--- config.mk ---
export PLATFORM = sky130hd
export DESIGN_NAME = exc_entry_seq
export DESIGN_NICKNAME = d
export VERILOG_FILES = /design/src/rtl/exc_entry_seq.sv
export SDC_FILE = /design/constraint.sdc
export NUM_CORES = 1
export LEC_CHECK = 0
export ABC_AREA = 1
export BUFFER_PORTS_ARGS = -buffer_cell sky130_fd_sc_hd__buf_4
export CAP_MARGIN = 20
export CELL_PAD_IN_SITES_DETAIL_PLACEMENT = 2
export CELL_PAD_IN_SITES_GLOBAL_PLACEMENT = 2
export CORE_MARGIN = 5
export CORE_UTILIZATION = 26
export DETAILED_ROUTE_END_ITERATION = 10
export GPL_TIMING_DRIVEN = 1
export PLACE_DENSITY = 0.95
export SLEW_MARGIN = 25
export SYNTH_ARGS = -nofsm -noshare
export SYNTH_HDL_FRONTEND = slang
export SYNTH_SLANG_ARGS = --single-unit
--- constraint.sdc ---
create_clock -name clk -period 7.8 [get_ports clk]
set_clock_uncertainty 0.15 [all_clocks]
set_input_delay 1.56 -clock clk [delete_from_list [all_inputs] [get_ports clk]]
set_output_delay 1.56 -clock clk [all_outputs]
set_load 0.02 [all_outputs]
--- src/rtl/exc_entry_seq.sv ---
module exc_entry_seq #(
  parameter int AW        = 32,
  parameter int SRW       = 16,
  parameter int VW        = 8,
  parameter int S_BIT     = 13,
  parameter int M_BIT     = 12,
  parameter int VEC_BERR  = 2,
  parameter int VEC_AERR  = 3,
  parameter int VEC_TRACE = 9
) (
  input  logic           clk,
  input  logic           rst_n,
  input  logic           req_berr,
  input  logic           req_aerr,
  input  logic           req_trace,
  input  logic           req_irq,
  input  logic           req_trap,
  input  logic [VW-1:0]  irq_vec,
  input  logic [VW-1:0]  trap_vec,
  input  logic [SRW-1:0] sr_in,
  input  logic [AW-1:0]  pc_in,
  input  logic [AW-1:0]  vbr,
  input  logic [AW-1:0]  msp_in,
  input  logic [AW-1:0]  isp_in,
  output logic           mem_req,
  output logic           mem_we,
  output logic [AW-1:0]  mem_addr,
  output logic [AW-1:0]  mem_wdata,
  input  logic           mem_ack,
  input  logic [AW-1:0]  mem_rdata,
  output logic           busy,
  output logic           new_pc_valid,
  output logic [AW-1:0]  new_pc,
  output logic [SRW-1:0] sr_out,
  output logic [AW-1:0]  sp_out,
  output logic           sp_sel
);

  localparam int WB = AW / 8 / 2 * 2;
  localparam logic [AW-1:0] WORD = AW'(AW / 8);

  typedef enum logic [2:0] {
    ST_IDLE, ST_SNAP, ST_VEC, ST_WPC, ST_WSR, ST_RD, ST_DONE
  } state_t;

  typedef enum logic [2:0] {
    K_BERR, K_AERR, K_TRACE, K_IRQ, K_TRAP
  } kind_t;

  state_t         state;
  kind_t          kind_q, kind_d;
  logic [SRW-1:0] sr_q;
  logic [AW-1:0]  pc_q, base_q, npc_q;
  logic [VW-1:0]  vec_q;
  logic           sel_q;

  wire any_req = req_berr | req_aerr | req_trace | req_irq | req_trap;
  wire is_irq  = (kind_q == K_IRQ);
  wire use_msp = !is_irq && sr_q[M_BIT];

  always_comb begin
    if (req_berr)       kind_d = K_BERR;
    else if (req_aerr)  kind_d = K_AERR;
    else if (req_trace) kind_d = K_TRACE;
    else if (req_irq)   kind_d = K_IRQ;
    else                kind_d = K_TRAP;
  end

  logic [VW-1:0] vec_d;
  always_comb begin
    unique case (kind_q)
      K_BERR:  vec_d = VW'(VEC_BERR);
      K_AERR:  vec_d = VW'(VEC_AERR);
      K_TRACE: vec_d = VW'(VEC_TRACE);
      K_IRQ:   vec_d = irq_vec;
      default: vec_d = trap_vec;
    endcase
  end

  wire [AW-1:0] vec_off  = {{(AW-VW-2){1'b0}}, vec_q, 2'b00};
  wire [AW-1:0] vec_addr = vbr + vec_off;
  wire [AW-1:0] frame_pc = base_q - WORD;
  wire [AW-1:0] frame_sr = base_q - 2 * WORD;

  always_ff @(posedge clk) begin
    if (!rst_n) begin
      state  <= ST_IDLE;
      kind_q <= K_TRAP;
      sr_q   <= '0;
      pc_q   <= '0;
      base_q <= '0;
      npc_q  <= '0;
      vec_q  <= '0;
      sel_q  <= 1'b0;
    end else begin
      unique case (state)
        ST_IDLE: if (any_req) begin
          kind_q <= kind_d;
          state  <= ST_SNAP;
        end
        ST_SNAP: begin
          sr_q  <= sr_in;
          pc_q  <= pc_in;
          state <= ST_VEC;
        end
        ST_VEC: begin
          vec_q  <= vec_d;
          sel_q  <= use_msp;
          base_q <= use_msp ? msp_in : isp_in;
          state  <= ST_WPC;
        end
        ST_WPC: if (mem_ack) state <= ST_WSR;
        ST_WSR: if (mem_ack) state <= ST_RD;
        ST_RD: if (mem_ack) begin
          npc_q <= mem_rdata;
          state <= ST_DONE;
        end
        default: state <= ST_IDLE;
      endcase
    end
  end

  assign mem_req   = (state == ST_WPC) || (state == ST_WSR) || (state == ST_RD);
  assign mem_we    = (state == ST_WPC) || (state == ST_WSR);
  assign mem_addr  = (state == ST_WPC) ? frame_pc :
                     (state == ST_WSR) ? frame_sr : vec_addr;
  assign mem_wdata = (state == ST_WPC) ? pc_q : {{(AW-SRW){1'b0}}, sr_q};

  assign busy         = (state != ST_IDLE);
  assign new_pc_valid = (state == ST_DONE);
  assign new_pc       = npc_q;
  assign sp_out       = frame_sr;
  assign sp_sel       = sel_q;

  always_comb begin
    sr_out        = sr_q;
    sr_out[S_BIT] = 1'b1;
    if (is_irq) sr_out[M_BIT] = 1'b0;
  end

  wire unused_ok = &{1'b0, WB[0]};

endmodule

==> metrics.csv <==
metric,value,unit
pin count of the biggest net entering global routing,126,
Synth top cells by count,"nand2_1 (310), inv_1 (215), o21ai_0 (140), a21oi_1 (137), dfxtp_1 (127)",
Adder-Cell Fraction of Synth Area,1.85,%
DIE WIDTH,191,microns
Die H,191,microns
Routed WL,44.2,mm
peak supply drop,0.156,mV
All-Layer GR Usage,23.7,%
final setup fails,0,
largest family of logic cells by synthesized area,simple AND/OR/NAND/NOR gates,
mux contribution to synthesized area,0,%
Initial Util,26.3,%
WL/cell,20.6,microns
hold slack,0.298,ns
HP Class,flip-flop to flip-flop,
"Buf+Inv Stages, Crit Path",2,
"count leader, synth",nand2_1,
final core occ,36.8,%
instance count of the mapped netlist,1396,
diodes inserted,0,
CP most frequent cell,nand3_1,
H-tree levels,4,
Pint,1.88,mW
Ys Warns,0,
Die ar.,36600,sq um
synthesized net count,1608,
TritonCTS clock tree,built,
Required @ worst endpoint,6.09,ns
CTS sink count,127,
Max clock buf depth,2,
Slew headroom,37.3,%
via count,10605,
root buffer cell,clkbuf_16,
final net count,1900,
"critical path, cell by cell","buf_4, ha_1, fa_1, nand3_1, nand3_1, nand2_1, nand2_1, or2_2, nand3_1, a21oi_1, buf_4",
crit path kind,input pin to output pin,
# DRC,0,
outcome,"finished, final reports clean",
router iterations before antenna repair,5,
startpoint types,input pin,
Post-Syn Area,8540,sq um
sequential share of power,24.3,%
core area,32500,sq um
xor and xnor area share after synthesis,2.77,%
Critical Path Max Stage Delay,0.45,ns
Synth area leader,dfxtp_1,
layout cell share with drive strength beyond 1,24.7,%
DR iter-0 viols,419,
Ports,349,
Final Hold Vio Count,0,
r2r setup slk,5.09,ns
WP data arrival,3.62,ns
vias in the first global route,11764,
vias per cell,4.95,
"CP delay by family, top",simple AND/OR/NAND/NOR gates,
share of the synthesized area in the top cell type,29.8,%
Multi-input gate area,4760,sq um
port buffer count,347,
Post-Synth Simple-Gate Area,30.5,%
Crit-path slowest cell,fa_1,
Post-synth EDFFs,0,
grt total ovfl,0,
Async SR Flop Fraction,0,%
"flops & latches, synth",127,
fin. max-slew vios,0,
Max-Cap Viols,0,
synth unique cells,41,
Synth-to-Final Area Change,40.0,%
Least-Margin Pin Slew,0.939,ns
CTS-repair resized insts,0,
first-pass GRT wire length,67.3,mm
Net Sw Power,1.65,mW
unrepaired setup endpoints after global routing,false,
filler cell count in the final layout,3994,
fin crit period,5.33,ns
Final ANT Viol Nets,0,
row count,66,
Inserted Clock Buffers,17,
post-route setup TNS,0,ns
clk slew on worst S/H paths,0.06,ns
LEAKAGE,5.84,nW
Finished Layout Cells,2143,
combinational share of power,52.2,%
Crit. End Element,output pin,
sequential fraction of the synthesis area,29.8,%
synth top area cells,"dfxtp_1 (30%), nand2_1 (14%), inv_1 (9.5%)",
Post-CTS Hold Fix Bufs,0,
register area,2540,sq um
Max Fclk,0.188,GHz
initial antenna violation count,1,
complex-gate fraction of the synthesized area,20.4,%
RD Place Congestion,0.886,
"Max FO, Critical Path",5,
pwr/cell area,295,nW/um^2
crit share post-route,68.4,%
# placed instances,2111,
main flop type after synthesis,dfxtp_1,
syn_area_per_cell,6.11,sq um
switching share of power,46.7,%
DP HPWL,35.3,mm
postcts setup bufs,0,
Clock Power Share,23.6,%
"Clk Latency, worst-skew pair",0.42,ns
tightest hold or removal path: stages (launching register included):
cell and delay, ns:
dfxtp_1 0.31, inv_1 0.05, a21oi_1 0.05
cells in the final DEF, fill, tap and decap left out, drive strengths merged:
master,n
clkinv,5
clkbuf,20
nand3,112
conb,1
fa,1
o211ai,33
o21ai,149
o221ai,1
bufinv,3
and2,2
nor3b,1
ha,11
nand3b,4
buf,353
inv,223
a221oi,1
dfxtp,127
nand2,319
clkinvlp,2
nor2,132
a211oi,4
o31ai,1
a21oi,137
xnor2,2
nor3,10
a31oi,1
or2,5
xor2,25
nand4,16
flip-flops by register name, summed over array words and instances (netlist names):
name and flops:
state 3, pc_q 32, kind_q 3, sr_q 16, sp_sel 1, vec_q 8, base_q 32, new_pc 32
per-layer routing:
layer  global-route usage, %  part of all wire [%]  vias to the layer above
li1                        -                     -                     5048
met1                    26.2                    39                     5169
met2                    43.3                    51                      315
met3                    6.68                   6.9                       71
met4                    8.34                   3.1                        2
met5                       0                 0.045                        -
logic make-up after synthesis:
| kind of cell | after synthesis |
|---|---|
| AO/OA/AOI/OAI | 327 |
| AND/OR/NAND/NOR | 601 |
| XOR/XNOR | 27 |
| buffers and inverters | 301 |
| adder cells (fa/ha/maj) | 12 |
| other | 1 |
| flip-flops | 127 |
final cells by class:
cell class / instances / share of cell area, %
inverter: 221 / 6.94
timing repair buffer: 353 / 22.2
multi-input combinational: 968 / 39.9
clock inverter: 12 / 1.33
sequential: 127 / 21.3
tap: 442 / 4.63
clock buffer: 20 / 3.74
power by group through the flow:
stage                     logic (mW)  clock network [mW]  registers, mW
after floorplan                 1.12                   0          0.822
after global placement          1.76                   0          0.857
after detailed placement        1.84                   0          0.869
after CTS                       1.86               0.853          0.858
after global routing            2.00               0.878          0.870
final                           1.84               0.832          0.857
worst paths after layout:
| path | startpoint | end | cells after the start |
|---|---|---|---|
| worst max-delay path | vbr[2] | mem_addr[8] | 11 |
| worst min-delay path | new_pc[7] | new_pc[7] | 2 |
| worst max register to register | state[2] | state[1] | 10 |
| worst min register to register | new_pc[7] | new_pc[7] | 2 |
through the flow:
| stage | setup WS, ns | cell area, sq um | power, mW |
|---|---|---|---|
| 6_report | 2.47 | 11900 | 3.53 |
| 5_1_grt | 2.33 | 11900 | 3.74 |
| 4_1_cts | 2.46 | 11900 | 3.57 |
| 3_5_place_dp | 2.47 | 11300 | 2.71 |
| 3_3_place_gp | 2.53 | 11300 | 2.62 |
| 2_1_floorplan | 2.92 | 8540 | 1.94 |
No activity file was read; power rests on OpenSTA's default activity.
